## config.mk

```make
export PLATFORM = sky130hd
export DESIGN_NAME = phy_ctrl_reg
export DESIGN_NICKNAME = d
export VERILOG_FILES = /design/src/rtl/phy_ctrl_pkg.sv /design/src/rtl/phy_ctrl_regfile.sv /design/src/rtl/phy_ctrl_resolve.sv /design/src/rtl/phy_ctrl_coltest.sv /design/src/rtl/phy_ctrl_reg.sv
export SDC_FILE = /design/constraint.sdc
export NUM_CORES = 1
export LEC_CHECK = 0
export BUFFER_PORTS_ARGS = -buffer_cell sky130_fd_sc_hd__buf_2
export CAP_MARGIN = 20
export CORE_MARGIN = 2
export CORE_UTILIZATION = 32
export DETAILED_ROUTE_END_ITERATION = 8
export PLACE_DENSITY = 0.77
export SLEW_MARGIN = 20
export SYNTH_ARGS = -nofsm -noshare
export SYNTH_HDL_FRONTEND = slang
export SYNTH_HIERARCHICAL = 1
export SYNTH_SLANG_ARGS = --single-unit
export TNS_END_PERCENT = 100
```

## constraint.sdc

```tcl
create_clock -name clk -period 1.21 [get_ports clk]
set_input_delay 0.121 -clock clk [delete_from_list [all_inputs] [get_ports clk]]
set_output_delay 0.121 -clock clk [all_outputs]
set_load 0.005 [all_outputs]
```

## src/rtl/phy_ctrl_pkg.sv

```systemverilog
package phy_ctrl_pkg;

    localparam int REG_W = 16;
    localparam int RSV_W = 7;

    // Field order matches bit positions 15 down to 7
    typedef struct packed {
        logic rst;
        logic loopback;
        logic speed;
        logic an_en;
        logic pdown;
        logic iso;
        logic an_restart;
        logic duplex;
        logic coltest;
    } ctrl_t;

    function automatic ctrl_t ctrl_default(input logic iso_strap);
        ctrl_t c;
        c        = '0;
        c.an_en  = 1'b1;
        c.iso    = iso_strap;
        return c;
    endfunction

    function automatic logic [REG_W-1:0] ctrl_pack(input ctrl_t c);
        return {c, {RSV_W{1'b0}}};
    endfunction

    function automatic ctrl_t ctrl_unpack(input logic [REG_W-1:0] w);
        return ctrl_t'(w[REG_W-1:RSV_W]);
    endfunction

endpackage

```

## src/rtl/phy_ctrl_regfile.sv

```systemverilog
module phy_ctrl_regfile
    import phy_ctrl_pkg::*;
#(
    parameter int ADDR_W = 5
) (
    input  logic              clk,
    input  logic              rst,
    input  logic [ADDR_W-1:0] strap_addr,
    input  logic              we,
    input  logic [REG_W-1:0]  wdata,
    input  logic              reset_done,
    input  logic              restart_ack,
    output ctrl_t             ctrl,
    output logic [REG_W-1:0]  rdata
);

    logic  iso_strap;
    ctrl_t wr;
    ctrl_t ctrl_nxt;

    assign iso_strap = (strap_addr == '0);
    assign wr        = ctrl_unpack(wdata);

    always_comb begin
        ctrl_nxt = ctrl;
        if (ctrl.an_restart && restart_ack)
            ctrl_nxt.an_restart = 1'b0;
        if (we) begin
            ctrl_nxt            = wr;
            ctrl_nxt.rst        = ctrl.rst | wr.rst;
            ctrl_nxt.an_restart = (ctrl.an_restart & ~restart_ack) | wr.an_restart;
        end
        if (ctrl.rst && reset_done)
            ctrl_nxt = ctrl_default(iso_strap);
    end

    always_ff @(posedge clk) begin
        if (rst)
            ctrl <= ctrl_default(iso_strap);
        else
            ctrl <= ctrl_nxt;
    end

    assign rdata = ctrl_pack(ctrl);

    AST_RST_HOLD: assert property (@(posedge clk) disable iff (rst)
        ctrl.rst && !reset_done |=> ctrl.rst);
    AST_RST_DONE: assert property (@(posedge clk) disable iff (rst)
        ctrl.rst && reset_done |=> !ctrl.rst && ctrl.an_en && !ctrl.an_restart);
    AST_RESTART_HOLD: assert property (@(posedge clk) disable iff (rst)
        ctrl.an_restart && !restart_ack && !(ctrl.rst && reset_done) |=> ctrl.an_restart);
    AST_STRAY_DONE: assert property (@(posedge clk) disable iff (rst)
        !ctrl.rst && !we && !restart_ack |=> $stable(rdata));

endmodule

```

## src/rtl/phy_ctrl_resolve.sv

```systemverilog
module phy_ctrl_resolve
    import phy_ctrl_pkg::*;
#(
    parameter int TXD_W = 4
) (
    input  ctrl_t             ctrl,
    input  logic              an_speed_100,
    input  logic              an_full_duplex,
    input  logic              tx_en,
    input  logic              tx_er,
    input  logic [TXD_W-1:0]  txd,
    output logic              eff_speed_100,
    output logic              eff_full_duplex,
    output logic              core_tx_en,
    output logic              core_tx_er,
    output logic [TXD_W-1:0]  core_txd,
    output logic              mii_oe_n,
    output logic              line_tri,
    output logic              led_tri
);

    logic cut_off;

    assign eff_speed_100   = ctrl.an_en ? an_speed_100   : ctrl.speed;
    assign eff_full_duplex = ctrl.an_en ? an_full_duplex : ctrl.duplex;

    assign cut_off    = ctrl.iso | ctrl.pdown;
    assign core_tx_en = tx_en & ~cut_off;
    assign core_tx_er = tx_er & ~cut_off;
    assign core_txd   = cut_off ? '0 : txd;
    assign mii_oe_n   = cut_off;
    assign line_tri   = ctrl.pdown;
    assign led_tri    = ctrl.pdown;

endmodule

```

## src/rtl/phy_ctrl_coltest.sv

```systemverilog
module phy_ctrl_coltest (
    input  logic clk,
    input  logic rst,
    input  logic enable,
    input  logic bit_tick,
    input  logic tx_en,
    input  logic core_col,
    output logic col
);

    logic col_q;

    always_ff @(posedge clk) begin
        if (rst || !enable)
            col_q <= 1'b0;
        else if (bit_tick)
            col_q <= tx_en;
    end

    assign col = enable ? col_q : core_col;

    AST_COL_RISE: assert property (@(posedge clk) disable iff (rst)
        enable && bit_tick && tx_en |=> (!enable || col));
    AST_COL_FALL: assert property (@(posedge clk) disable iff (rst)
        enable && bit_tick && !tx_en |=> (!enable || !col));

endmodule

```

## src/rtl/phy_ctrl_reg.sv

```systemverilog
module phy_ctrl_reg
    import phy_ctrl_pkg::*;
#(
    parameter int ADDR_W = 5,
    parameter int TXD_W  = 4
) (
    input  logic              clk,
    input  logic              rst,
    input  logic [ADDR_W-1:0] strap_addr,
    input  logic              mgmt_we,
    input  logic [15:0]       mgmt_wdata,
    output logic [15:0]       mgmt_rdata,
    input  logic              reset_done,
    input  logic              an_restart_ack,
    input  logic              an_speed_100,
    input  logic              an_full_duplex,
    input  logic              bit_tick,
    input  logic              tx_en,
    input  logic              tx_er,
    input  logic [TXD_W-1:0]  txd,
    input  logic              core_col,
    output logic              soft_reset,
    output logic              loopback,
    output logic              an_enable,
    output logic              an_restart,
    output logic              power_down,
    output logic              isolate,
    output logic              coltest_en,
    output logic              eff_speed_100,
    output logic              eff_full_duplex,
    output logic              core_tx_en,
    output logic              core_tx_er,
    output logic [TXD_W-1:0]  core_txd,
    output logic              col,
    output logic              mii_oe_n,
    output logic              line_tri,
    output logic              led_tri
);

    ctrl_t ctrl;

    phy_ctrl_regfile #(.ADDR_W(ADDR_W)) u_regfile (
        .clk         (clk),
        .rst         (rst),
        .strap_addr  (strap_addr),
        .we          (mgmt_we),
        .wdata       (mgmt_wdata),
        .reset_done  (reset_done),
        .restart_ack (an_restart_ack),
        .ctrl        (ctrl),
        .rdata       (mgmt_rdata)
    );

    phy_ctrl_resolve #(.TXD_W(TXD_W)) u_resolve (
        .ctrl            (ctrl),
        .an_speed_100    (an_speed_100),
        .an_full_duplex  (an_full_duplex),
        .tx_en           (tx_en),
        .tx_er           (tx_er),
        .txd             (txd),
        .eff_speed_100   (eff_speed_100),
        .eff_full_duplex (eff_full_duplex),
        .core_tx_en      (core_tx_en),
        .core_tx_er      (core_tx_er),
        .core_txd        (core_txd),
        .mii_oe_n        (mii_oe_n),
        .line_tri        (line_tri),
        .led_tri         (led_tri)
    );

    phy_ctrl_coltest u_coltest (
        .clk      (clk),
        .rst      (rst),
        .enable   (ctrl.coltest),
        .bit_tick (bit_tick),
        .tx_en    (core_tx_en),
        .core_col (core_col),
        .col      (col)
    );

    assign soft_reset = ctrl.rst;
    assign loopback   = ctrl.loopback;
    assign an_enable  = ctrl.an_en;
    assign an_restart = ctrl.an_restart;
    assign power_down = ctrl.pdown;
    assign isolate    = ctrl.iso;
    assign coltest_en = ctrl.coltest;

    AST_PD_CUTOFF: assert property (@(posedge clk) disable iff (rst)
        power_down |-> mii_oe_n && line_tri && led_tri && !core_tx_en);
    AST_ISO_CUTOFF: assert property (@(posedge clk) disable iff (rst)
        isolate |-> mii_oe_n && !core_tx_en && !core_tx_er);
    AST_RSV_ZERO: assert property (@(posedge clk) disable iff (rst)
        mgmt_rdata[6:0] == 7'd0);

endmodule

```

* Yosys cells after proc, flatten, opt, wreduce, memory -nomap -nowiden
Index checks and enable logic that the tools add are counted.
Word-level totals: word-level logic and storage cells 34, output and inout port bits 35, bits of input ports 36, register bits after elaboration 10
Cells by class: mux-type cells 8, bitwise gates (word level) 8, reductions and logical operators 8
Operator list (number):
- $mux 4 | 4
- $logic_not 5->1 | 1
- $mux 1 | 4
- $and 1x1->1 | 3
- $or 1x1->1 | 3
- $reduce_bool 3->1 | 1
- $logic_and 1x1->1 | 2
- $not 1->1 | 2
- $reduce_bool 2->1 | 1
- $reduce_or 2->1 | 1
- $logic_not 1->1 | 1
- $logic_or 1x1->1 | 1

* Logic depth before layout (Yosys ltp)
word-level depth 6, mapped depth 3, mapped depth without buffers 3

* Cells and area by module
The synthesis kept the hierarchy.
Modules (own cells, without submodules):
- phy_ctrl_regfile | sequential area each 190.2 µm², times used 1, area an instance 473.0 µm², cells an instance 50
- phy_ctrl_resolve | sequential area each 0.0 µm², times used 1, area an instance 88.8 µm², cells an instance 11
- phy_ctrl_coltest | sequential area each 20.0 µm², times used 1, area an instance 53.8 µm², cells an instance 4

* Least setup slack after synthesis
OpenSTA, ideal clock, no wires.
path type register to register, from reg u_regfile/ctrl[3] (netlist name), to reg u_coltest.col_q, data required time 1.137 ns, cell stages (with the launch flop) 4, setup time 0.073 ns, path buffers 0, path slack 0.083 ns, arrival time 1.054 ns, clock period less this slack 1.127 ns, cell sequence edfxtp_1 > nor3b_1 > mux2i_1 > nor3b_2
Between the ends: longest elaborated chain between the ends 3
RTL lines:
- $or 1x1->1 | RTL line phy_ctrl_resolve.sv:27 | assign cut_off = ctrl.iso | ctrl.pdown;
- $not 1->1 | RTL line phy_ctrl_resolve.sv:28 | assign core_tx_en = tx_en & ~cut_off;
- $and 1x1->1 | RTL line phy_ctrl_resolve.sv:28
- via core_tx_en | RTL line phy_ctrl_reg.sv:31 | output logic core_tx_en,
- to (signal assigned) | RTL line phy_ctrl_coltest.sv:17 | col_q <= tx_en;
- to (decl) | RTL line phy_ctrl_coltest.sv:11 | logic col_q;
The timed path passes the listed nets, and every way through them passes these cells. A chain may end at the register's enable or synchronous reset.

* Worst setup path in the final report
from reg u_regfile/ctrl[3] (netlist name), to out core_txd[0]
Between the ends: longest elaborated chain between the ends 2
RTL lines:
- $or 1x1->1 | RTL line phy_ctrl_resolve.sv:27
- $mux 4 | RTL line phy_ctrl_resolve.sv:30 | assign core_txd = cut_off ? '0 : txd;
- to (decl) | RTL line phy_ctrl_reg.sv:33 | output logic [TXD_W-1:0] core_txd,
Every way passes these cells.

==> impl_metrics.py <==
metrics = {
    "critical_path": {
        "crit_type": "reg2out",
        "critical_path.reg2reg.endpoint": "u_coltest/col_q",
        "critPathLaunchType": "flip-flop",
        "crit_fanout": 5,
        "r2r_slack_ns": 0.16,
        "crit_end": "core_txd[0]",
        "crit_arrival_ns": 1.15,
        "r2r_cells": 3,
        "cp.required_ns": 1.09,
        "crit_path_end_kind": "output pin",
        "r2r-start": "u_regfile/ctrl[3]",
        "crit_path_start": "u_regfile/ctrl[3]",
    },
    "sta": {
        "rsz0062_at_grt": "yes",
        "max_freq_mhz": 787.7,
        "fin_tns_setup_ns": -0.2835,
        "setup_ws_ns": -0.05946,
        "drv_slew": 0,
        "finalHoldWorstSlack_ns": 0.05485,
        "period_share_pct": 104.9,
        "finalCriticalPeriod_ns": 1.269,
        "hold_viol": 0,
        "setup-violations-final": 6,
        "finalClockSkew_ns": 0.002738,
    },
    "yosys": {
        "synth_simple_gate_area_share_pct": 19.92,
        "yosysUniqueCellTypes": 19,
        "synth.top_cell.area_share_pct": 29.27,
        "synth-seq-cells": 10,
        "netlist_instances": 65,
        "synth_area_um2": 615.6,
        "syn_area_per_cell_um2": 9.471,
        "ys_warn_count": 6,
        "synthMuxAreaShare_pct": 16.87,
        "synth_area_leaders": "dfxtp_1 29%, buf_4 22%, mux2i_1 11%, nor3b_1 7.3%, edfxtp_1 4.9%",
        "synth-compound-area-share_pct": 5.691,
        "synth_adder_area_share_pct": 0,
        "synth_top_family_by_area": "buffers and inverters",
        "synthXorXnorAreaFrac_pct": 0,
        "yosysTopAreaCell": "dfxtp_1",
        "seq_area_frac_synth_pct": 34.15,
    },
    "layout": {
        "multi_input_comb_area_um2": 324.1,
        "fin_nets": 152,
        "n_fill_cell": 190,
        "seq_area_um2": 219.0,
        "final_common_cell": "buf_2",
        "drive_gt1_share_pct": 66.96,
        "layout_common_cells": "54 x buf_2, 7 x mux2i_1, 7 x conb_1",
        "area_growth_pct": 51.02,
        "layoutNonFillerInstCount": 140,
        "n_antenna_cell": 0,
    },
    "grt": {
        "grt_max_degree": 13,
        "grt_usage_pct": 12.46,
        "antenna_found_initial": 0,
        "grt_pass1_vias": 516,
        "gr-total-overflow": 0,
        "grt_pass1_wl_um": 1959,
    },
    "floorplan": {
        "core-area_um2": 1764,
        "die_y_um": 47.86,
        "design.portCount": 71,
        "die-width_um": 47.86,
        "num_rows": 15,
        "initial_utilization_pct": 34.89,
        "die_area_um2": 2291,
    },
    "routing": {
        "drtIter0Drc": 1,
        "via_per_inst": 4.250,
        "remaining_drc_errors": 0,
        "antenna_left": 0,
        "wire_per_inst_um": 10.30,
        "num_vias": 595,
        "first_pass_iters": 2,
        "wirelength_um": 1442,
    },
    "clock_tree": {
        "hold_buffers": 0,
        "h-tree-depth": 1,
        "cts_tree": "built",
        "clock_latency_ns": 0.26,
        "path_clk_slew_ns": 0.07,
        "cts_num_sinks": 10,
        "cts_buffer_depth": 2,
        "clockRootBuffer": "clkbuf_4",
        "cts_buffers": 3,
    },
    "run": {
        "maxCapViolCount": 0,
    },
    "power_and_ir_drop": {
        "ir_worst_vdd_v": 0.0004959,
        "p_per_area_nw_per_um2": 975.9,
        "power.leakage_nw": 0.5233,
    },
    "placement": {
        "dp.cells": 134,
        "port_buffers": 56,
        "gp_congestion": 0.6462,
        "place_hpwl_um": 1164,
    },
    "status": {
        "violations": "setup timing",
        "status": "finished with violations",
    },
    "min_path": {
        "hold_path_class": "in2reg",
    },
}
cells by family (layout without fill, tap and decap cells):
family,count (synthesis),count (layout)
and+or+nand+nor,20,20
other,1,7
DFF,10,10
AOI/OAI and AO/OA,5,5
buffers and inverters,19,63
muxes,10,10
worst max-delay path, stage by stage (launching register included):
cell and delay [ns]:
edfxtp_1 0.45, buf_6 0.17, nor3b_2 0.14, buf_2 0.13
how the worst min path moves through the flow:
stage,slack (ns),depth (start not counted),startpoint,end
5_1_grt,0.04,2,rst,u_coltest/col_q
3_5_place_dp,0.33,2,rst,u_coltest/col_q
6_report,0.05,2,rst,u_coltest/col_q
4_1_cts,0.04,2,rst,u_coltest/col_q
2_1_floorplan,0.19,1,rst,u_coltest/col_q
3_3_place_gp,0.32,2,rst,u_coltest/col_q
report_power, final:
group,internal (W),switching (W)
Sequential,0.000354,0.0000233
Combinational,0.000138,0.0000906
Clock,0.000182,0.000119
Total,0.000674,0.000233
synth_stat cells:
| cell | n |
|---|---|
| or2_1 | 1 |
| nor3b_1 | 6 |
| a21o_1 | 1 |
| buf_2 | 1 |
| or4_4 | 1 |
| mux2_2 | 2 |
| buf_4 | 18 |
| o31ai_2 | 1 |
| mux2i_1 | 7 |
| dfxtp_1 | 9 |
| nand3_1 | 1 |
| nor3b_2 | 1 |
| nand2_1 | 2 |
| edfxtp_1 | 1 |
| conb_1 | 1 |
| a21oi_1 | 3 |
| mux2_1 | 1 |
| nand2b_1 | 2 |
| nor2_1 | 6 |
layer usage:
layer	vias up	global-route usage [%]	wire length, µm
met5	-	0	0
met4	0	4.865	0
met3	0	4.151	183
met2	41	24.53	739
met1	259	11.51	519
li1	295	-	-
final cells by class:
cell class,instances,share of cell area [%]
Clock buffer,4,3.903
Multi-Input combinational cell,42,34.86
Sequential cell,10,23.55
Tap cell,25,3.365
Timing Repair Buffer,59,34.32
flip-flops by register name, indices dropped and copies added (netlist names):
register,flops
u_regfile/ctrl,9
u_coltest/col_q,1
metrics by stage:
step	total power (W)	area, µm²	util, %	setup slack, ns
2_1_floorplan	0.0005119	638.1	-	0.08345
3_3_place_gp	0.0005783	817.0	46.31	0.1381
3_5_place_dp	0.0005857	817.0	46.31	0.1262
4_1_cts	0.0009096	895.9	50.78	-0.08227
5_1_grt	0.0009727	929.6	52.70	-0.1278
6_report	0.0009072	929.6	52.70	-0.05946
timing repair:
| item | 4_1_cts | 5_1_grt |
|---|---|---|
| gates cloned | 0 | 0 |
| setup endpoints to repair | 9 | 10 |
| buffers inserted | 1 | 1 |
| gates resized for setup | 10 | 6 |
| pin swaps | 0 | 0 |
Note: power is estimated with default switching activity, not from simulation.
